File: src/rtl/rmw_write_ctrl.sv
module rmw_write_ctrl #(
  parameter int ADDR_W     = 12,
  parameter int WORD_BYTES = 8,
  localparam int WORD_W    = WORD_BYTES * 8,
  localparam int OFF_W     = $clog2(WORD_BYTES),
  localparam int WADDR_W   = ADDR_W - OFF_W
) (
  input  logic               clk,
  input  logic               rst_n,
  input  logic               req_valid,
  output logic               req_ready,
  input  logic               req_write,
  input  logic [ADDR_W-1:0]  req_addr,
  input  logic [1:0]         req_size,
  input  logic [WORD_W-1:0]  req_wdata,
  output logic               done,
  output logic [WORD_W-1:0]  rdata,
  output logic               mem_en,
  output logic               mem_we,
  output logic [WADDR_W-1:0] mem_addr,
  output logic [WORD_W-1:0]  mem_wdata,
  input  logic [WORD_W-1:0]  mem_rdata
);

  typedef enum logic [2:0] {S_IDLE, S_RD1, S_WR1, S_RD2, S_WR2, S_DONE} state_t;

  state_t                    st;
  logic [2*WORD_W-1:0]       data_q;
  logic [2*WORD_BYTES-1:0]   mask_q;
  logic [WADDR_W-1:0]        wa_q;
  logic                      wr_q;

  logic [OFF_W-1:0]          off;
  logic [2*WORD_BYTES-1:0]   ones_n, lanes;
  logic [2*WORD_W-1:0]       wide_d;
  logic                      hi;
  logic [WORD_BYTES-1:0]     sel_mask;
  logic [WORD_W-1:0]         sel_data;

  assign off    = req_addr[OFF_W-1:0];
  assign wide_d = {{WORD_W{1'b0}}, req_wdata} << {off, 3'b000};
  assign lanes  = ones_n << off;

  always_comb begin
    ones_n = '0;
    for (int k = 0; k < 2*WORD_BYTES; k++)
      ones_n[k] = (k < (1 << req_size));
  end

  always_ff @(posedge clk or negedge rst_n) begin
    if (!rst_n) begin
      st     <= S_IDLE;
      data_q <= '0;
      mask_q <= '0;
      wa_q   <= '0;
      wr_q   <= 1'b0;
    end else begin
      case (st)
        S_IDLE: if (req_valid) begin
          data_q <= wide_d;
          mask_q <= lanes;
          wa_q   <= req_addr[ADDR_W-1:OFF_W];
          wr_q   <= req_write;
          st     <= (req_write && (&lanes[WORD_BYTES-1:0])) ? S_WR1 : S_RD1;
        end
        S_RD1:   st <= wr_q ? S_WR1 : S_DONE;
        S_WR1:   st <= (|mask_q[2*WORD_BYTES-1:WORD_BYTES]) ? S_RD2 : S_DONE;
        S_RD2:   st <= S_WR2;
        S_WR2:   st <= S_DONE;
        default: st <= S_IDLE;
      endcase
    end
  end

  assign hi        = (st == S_RD2) || (st == S_WR2);
  assign req_ready = (st == S_IDLE);
  assign done      = (st == S_DONE);
  assign rdata     = mem_rdata;
  assign mem_en    = (st == S_RD1) || (st == S_WR1) || hi;
  assign mem_we    = (st == S_WR1) || (st == S_WR2);
  assign mem_addr  = hi ? wa_q + WADDR_W'(1) : wa_q;
  assign sel_mask  = hi ? mask_q[2*WORD_BYTES-1:WORD_BYTES] : mask_q[WORD_BYTES-1:0];
  assign sel_data  = hi ? data_q[2*WORD_W-1:WORD_W] : data_q[WORD_W-1:0];

  for (genvar b = 0; b < WORD_BYTES; b++) begin : g_lane
    assign mem_wdata[8*b +: 8] = sel_mask[b] ? sel_data[8*b +: 8] : mem_rdata[8*b +: 8];
  end

endmodule

File: config.mk
export PLATFORM = sky130hd
export DESIGN_NAME = rmw_write_ctrl
export DESIGN_NICKNAME = d
export VERILOG_FILES = /design/src/rtl/rmw_write_ctrl.sv
export SDC_FILE = /design/constraint.sdc
export NUM_CORES = 1
export LEC_CHECK = 0
export BUFFER_PORTS_ARGS = -buffer_cell sky130_fd_sc_hd__buf_2
export CAP_MARGIN = 5
export CORE_ASPECT_RATIO = 0.75
export CORE_MARGIN = 2
export CORE_UTILIZATION = 40
export CTS_CLUSTER_DIAMETER = 80
export DETAILED_ROUTE_END_ITERATION = 7
export SYNTH_ARGS = -nofsm -noshare
export SYNTH_HDL_FRONTEND = slang
export SYNTH_SLANG_ARGS = --single-unit
File: constraint.sdc
create_clock -name clk -period 2.1 [get_ports clk]
set_input_delay 0.105 -clock clk [delete_from_list [all_inputs] [get_ports clk]]
set_output_delay 0.105 -clock clk [all_outputs]
set_load 0.005 [all_outputs]
[After elaboration in Yosys (flattened, before gate mapping)]
Cells that the tools add are included.
Word-level totals
  memory bits (read-only): 0
  logic and storage cells: 56
  flip-flop bits (word level): 157
  memories kept: 0
  bits in writable memories: 0
  bits in latches: 0
  output and inout port bits: 141
Operators by class
  eq/ne operators: 6
  $add $sub $neg: 1
  div/mod/pow operators: 0
  reduce and logical (&&, ||, !) cells: 9
  multipliers: 0
  shift operators: 3
  bitwise operators: 0
  muxes and demuxes: 16
  magnitude comparators: 16
Operators by type and width (count)
  less-than comparator 5 x 32 -> 1 bit (first input constant): 8
  less-than comparator 4 x 32 -> 1 bit (first input constant): 4
  left shift 64 x 6 -> 128 bit: 1
  2-to-1 mux 8 bit: 9
  less-than comparator 3 x 32 -> 1 bit (first input constant): 2
  2-to-1 mux 64 bit: 1
  less-than comparator 1 x 32 -> 1 bit (first input constant): 1
  less-than comparator 2 x 32 -> 1 bit (first input constant): 1
  left shift 1 x 2 -> 32 bit (first input constant): 1
  left shift 16 x 3 -> 16 bit: 1
  one-hot mux 3 bit (5 select lines): 1
  adder 9 x 1 -> 9 bit (second input constant): 1
  2-to-1 mux 3 bit: 3
  2-to-1 mux 9 bit: 1
  AND reduction 8 bit: 1
  OR reduction 8 bit: 1
  == test 3 x 2 -> 1 bit (second input constant): 2
  == test 3 bit (second input constant): 2
  logical OR 1 bit: 4
  == test 3 x 1 -> 1 bit (second input constant): 1
  logical NOT 3 bit: 1
  2-to-1 mux 2 bit: 1
  inequality test 2 bit (second input constant): 1
  AND reduction 2 bit: 1
  logical AND 1 bit: 1

[Longest topological paths before layout]
  word-level depth: 8
  gate-level depth with buffers: 8

[Worst setup path before layout]
No wires, ideal clock.
  path type: register -> output
  start: reg st[1]
  end: out mem_wdata[56]
  slack: 376 ps
  buffers on the path: 3
  cell stages (with the launch flop): 8
  arrival: 1619 ps
  cells stage by stage: dfrtp_1 buf_2 or3b_1 buf_6 and3_4 buf_6 a21oi_4 a22o_1
Between the ends
  word-level cells in the longest chain between the ends: 4
  elaborated cells between the ends (all ways): 6
  those cells by class: eq/ne (2); mux (3); reduce/logical (1)
RTL lines
  start, declared: RTL line 27  | state_t st;
  start signal, assigned: RTL line 64  | st <= (req_write && (&lanes[WORD_BYTES-1:0])) ? S_WR1 : S_RD1;
  start signal, assigned: RTL line 66  | S_RD1: st <= wr_q ? S_WR1 : S_DONE;
  start signal, assigned: RTL line 67  | S_WR1: st <= (|mask_q[2*WORD_BYTES-1:WORD_BYTES]) ? S_RD2 : S_DONE;
  == test 3 x 2 -> 1 bit or == test 3 bit (tied branches): RTL line 75  | assign hi = (st == S_RD2) || (st == S_WR2);
  logical OR 1 bit (*): RTL line 75
  2-to-1 mux 64 bit or 2-to-1 mux 8 bit (tied branches): RTL line 83, 82
  2-to-1 mux 8 bit (*): RTL line 86  | assign mem_wdata[8*b +: 8] = sel_mask[b] ? sel_data[8*b +: 8] : mem_rdata[8*b +: 8];
  end, declared: RTL line 21  | output logic [WORD_W-1:0] mem_wdata,
Mark *: on every way between the ends. The rest lies on a longest branch, timed or not.

[Worst setup path in the final report]
  start: reg st[0]
  end: out mem_wdata[35]
The elaborated chain is that of the path after synthesis.

==> impl_metrics.csv <==
group,metric,value,unit
status,status,"complete, but fails checks",
status,violations,"negative setup slack",
timing,clock_skew,0.00881,ns
finish,fin_nets,1457,
worst_setup_path,crit_start,"st[0]$_DFFE_PN0P_",
logic_synthesis,syn_inst,1042,
clock_tree,cts.clk_slew.worst_paths,0.06,ns
worst_setup_path,cp_max_fo,8,
timing,fin_crit,2.24,ns
logic_synthesis,synth-xor-area-share,0.00858,
worst_setup_path,cp.buffers_inverters,3,
grt,grt_pass1_wl,50000,um
logic_synthesis,synth_top_family_by_area,"compound AO/OA/AOI/OAI gates",
timing,tightest_slew,0.734,ns
logic_synthesis,yosys_register_bits,149,
timing,report.final.slew_viol_count,0,
logic_synthesis,yosysSeqAreaShare,0.406,
logic_synthesis,yosysUniqueCellTypes,57,
worst_setup_path,cp_slowest_cell,"dfrtp_2",
worst_setup_path,cp_data_required_time,2.00,ns
timing,finalWorstSetupSlack,-0.142,ns
worst_setup_path,timing.rr.start,"st[2]$_DFFE_PN0P_",
timing,tns,-4.29,ns
grt,grt_antenna_before_repair,0,
logic_synthesis,synth_area_per_cell,8.81,sq um
power,ir_worst_vdd,0.621,mV
die,die_w,179,um
power,switching_power,6.09,mW
timing,rsz0062_at_grt,"true",
placement,hpwl,24900,um
grt,grt_max_degree,60,
logic_synthesis,synth_edf_count,0,
power,power_density,1270,mW/mm^2
power,finalPower,15.3,mW
finish,fin_util,0.539,
die,design.die.area,0.0242,sq mm
grt,grt_usage,0.274,
logic_synthesis,netlist_area,0.00919,sq mm
routing,via_count,9039,
timing,setup_viol,66,
flow_run,maxCapViolCount,0,
grt,grt_overflow,0,
finish,fillerInstances,2015,
routing,drtIter0Drc,953,
hold_path,hp-start,"req_wdata[56]",
worst_setup_path,critPathKind,"flip-flop to output pin",
power,p_sw_frac,0.398,
logic_synthesis,yosys.area_share.simple,0.137,
routing,drt_first_pass_iters,6,
die,die_y,135,um
placement,gp_congestion,0.961,
clock_tree,htree_levels,4,
placement,place.port_buffers,286,
worst_setup_path,crit_family,"simple AND/OR/NAND/NOR gates",
grt,grtUsageMet2,0.415,
logic_synthesis,muxShareOfSynthArea,0.113,
worst_setup_path,worstSetupPathDepth,7,
grt,met3_usage,0.0620,
clock_tree,numCtsBuffers,17,
worst_setup_path,r2r_cells,8,
finish,final_layout_size_suffix_gt1_frac,0.358,
grt,top_usage_layer,"met2",
logic_synthesis,synth_compound_area_frac,0.221,
finish,diodes,0,
power,p_comb_frac,0.465,
worst_setup_path,path_cells,"or3b_4 > buf_4 > nand3_2 > buf_6 > o22ai_1 > a21oi_1 > buf_2",
routing,drc,0,
worst_setup_path,cp-start-kind,"flip-flop",
logic_synthesis,ys_async_sr_fraction,1.00,
timing,fmax,0.446,GHz
grt,grt_pass1_vias,8722,
power,p_int,9.20,mW
hold_path,min_path_type,"input pin to flip-flop",
routing,wl,32700,um
timing,finalHoldViolCount,0,
finish,syn2layout_area_growth,30.8,%
logic_synthesis,synthAdderAreaFrac,0.00136,
clock_tree,insertion_delay,0.43,ns
power,clock_power_share,0.204,
clock_tree,cts_tree,"built",
logic_synthesis,ys_warn_count,0,
routing,wl_per_cell,20.2,um
worst_setup_path,critPathMaxStageDelay,0.43,ns
die,start_util,0.412,
clock_tree,root_buffer,"clkbuf_16",
routing,avgViaCountPerCell,5.59,
routing,ant_nets,0,
power,pwr-share-seq,0.331,
timing,maxSlewHeadroom,0.496,
worst_setup_path,endpoint_kind,"output pin",
die,core,0.0223,sq mm
power,leakagePower,6.09,nW
clock_tree,clkSinkCount,149,
worst_setup_path,crit_arrival,2.14,ns
die,rows,47,
placement,pre_cts_ws,0.0940,ns
clock_tree,clock_path_buffers,2,
die,io_pins,287,
timing,finalCritPeriodShare,1.07,
grt,gr-usage-met1,0.396,
hold_path,min_path_cells,2,
logic_synthesis,synth_ff_type,"dfrtp_1",
logic_synthesis,syn_nets,1189,
[synthesized netlist by cell type (all sizes together) (2+ instances only)]
| master | count | share of area |
|---|---|---|
| dfrtp | 149 | 0.41 |
| nand2 | 136 | 0.056 |
| buf | 101 | 0.075 |
| mux2i | 90 | 0.098 |
| a21oi | 84 | 0.047 |
| nor2 | 72 | 0.030 |
| o21ai | 70 | 0.041 |
| o22ai | 62 | 0.042 |
| inv | 59 | 0.024 |
| clkbuf | 35 | 0.014 |
| a22o | 26 | 0.025 |
| nand3 | 18 | 0.014 |
| a221oi | 16 | 0.015 |
| mux2 | 12 | 0.015 |
| o31ai | 12 | 0.0098 |
| and2 | 11 | 0.0075 |
| a221o | 10 | 0.011 |
| nor3 | 10 | 0.0079 |
| o2bb2ai | 9 | 0.0086 |
| a2bb2oi | 8 | 0.0076 |
| a21o | 7 | 0.0057 |
| xnor2 | 7 | 0.0067 |
| nand4 | 4 | 0.0027 |
| nand2b | 3 | 0.0020 |
| nor2b | 3 | 0.0020 |
| a31oi | 2 | 0.0014 |
| a32o | 2 | 0.0022 |
| and3 | 2 | 0.0019 |
| nor3b | 2 | 0.0016 |
| nor4 | 2 | 0.0014 |
| nor4b | 2 | 0.0035 |
| o21a | 2 | 0.0016 |
| xor2 | 2 | 0.0019 |
[cells in the final DEF (no fill, tap or decap), drive strengths merged, types with 11 or more instances in the layout]
cell / Yosys / layout
a22o: 26 / 26
o21ai: 70 / 70
a21oi: 84 / 84
mux2i: 90 / 90
and2: 11 / 11
buf: 101 / 363
a221oi: 16 / 16
nand3: 18 / 18
mux2: 12 / 12
nor2: 72 / 72
o22ai: 62 / 62
nand2: 136 / 136
o31ai: 12 / 12
dfrtp: 149 / 149
clkbuf: 35 / 19
dlygate4sd3: 0 / 22
inv: 59 / 63
[per-layer routing]
layer | wire [um] | up-vias
li1 | - | 4181
met4 | 567 | 0
met2 | 14400 | 449
met3 | 2960 | 39
met5 | 0 | -
met1 | 14800 | 4370
[worst paths after layout]
path                                           end  slack, ns
max                                  mem_wdata[35]      -0.14
min                        data_q[112]$_DFFE_PN0P_       0.04
max reg2reg                 data_q[63]$_DFFE_PN0P_       0.10
min reg2reg                 data_q[22]$_DFFE_PN0P_       0.47
max in group asynchronous   data_q[49]$_DFFE_PN0P_       1.19
min in group asynchronous      wa_q[3]$_DFFE_PN0P_       0.19
[worst reg2reg max path, cell delays in order (launching register included)]
cell and delay (ns):
dfrtp_2 0.43, buf_4 0.16, buf_4 0.17, nor4b_4 0.39, buf_4 0.20, nand2_1 0.06, buf_6 0.18, nor3_1 0.21
a221o_1 0.14
[power by group through the flow]
| stage | sequential (mW) | combinational, mW | clock, mW |
|---|---|---|---|
| after global placement | 5.01 | 6.33 | 0 |
| after floorplan | 4.69 | 4.00 | 0 |
| after global routing | 5.20 | 7.86 | 3.26 |
| after CTS | 5.02 | 6.94 | 3.15 |
| final | 5.06 | 7.10 | 3.12 |
| after detailed placement | 5.00 | 6.44 | 0 |
[sequential cells by signal (all words and copies together) (netlist names)]
name and count:
data_q 120, mask_q 16, wr_q 1, st 3, wa_q 9
[layout make-up]
| class | count | area [sq um] | share of cell area |
|---|---|---|---|
| Clock inverter | 13 | 145 | 0.0121 |
| Clock buffer | 19 | 453 | 0.0377 |
| Inverter | 59 | 221 | 0.0184 |
| Multi-Input combinational cell | 698 | 4670 | 0.389 |
| Tap cell | 294 | 368 | 0.0306 |
| Timing Repair Buffer | 385 | 2420 | 0.201 |
| Sequential cell | 149 | 3730 | 0.311 |
[metrics by stage]
stage | cells | cell area (sq um) | hold slack, ns
floorplan | 1042 | 9190 | -0.191
CTS | 1616 | 11900 | 0.0166
finish | 1617 | 12000 | 0.0440
detailed placement | 1554 | 10800 | 0.0939
global placement | 1554 | 10800 | 0.0884
global route | 1617 | 12000 | 0.0372
[what timing repair did]
item	in CTS	in global routing
hold buffers	22	0
hold endpoints to repair	70	0
endpoints found under the setup margin	72	113
pin swaps	6	3
setup buffers	7	1
resized for setup	46	26
gates cloned	1	0
[logic make-up after synthesis]
family,count (synthesis)
AOI/OAI and AO/OA,313
xor gates and xnor gates,9
adders and majority gates,1
buffers and inverters,195
DFF,149
muxes,102
and+or+nand+nor,273
(Power assumes the default switching activity.)
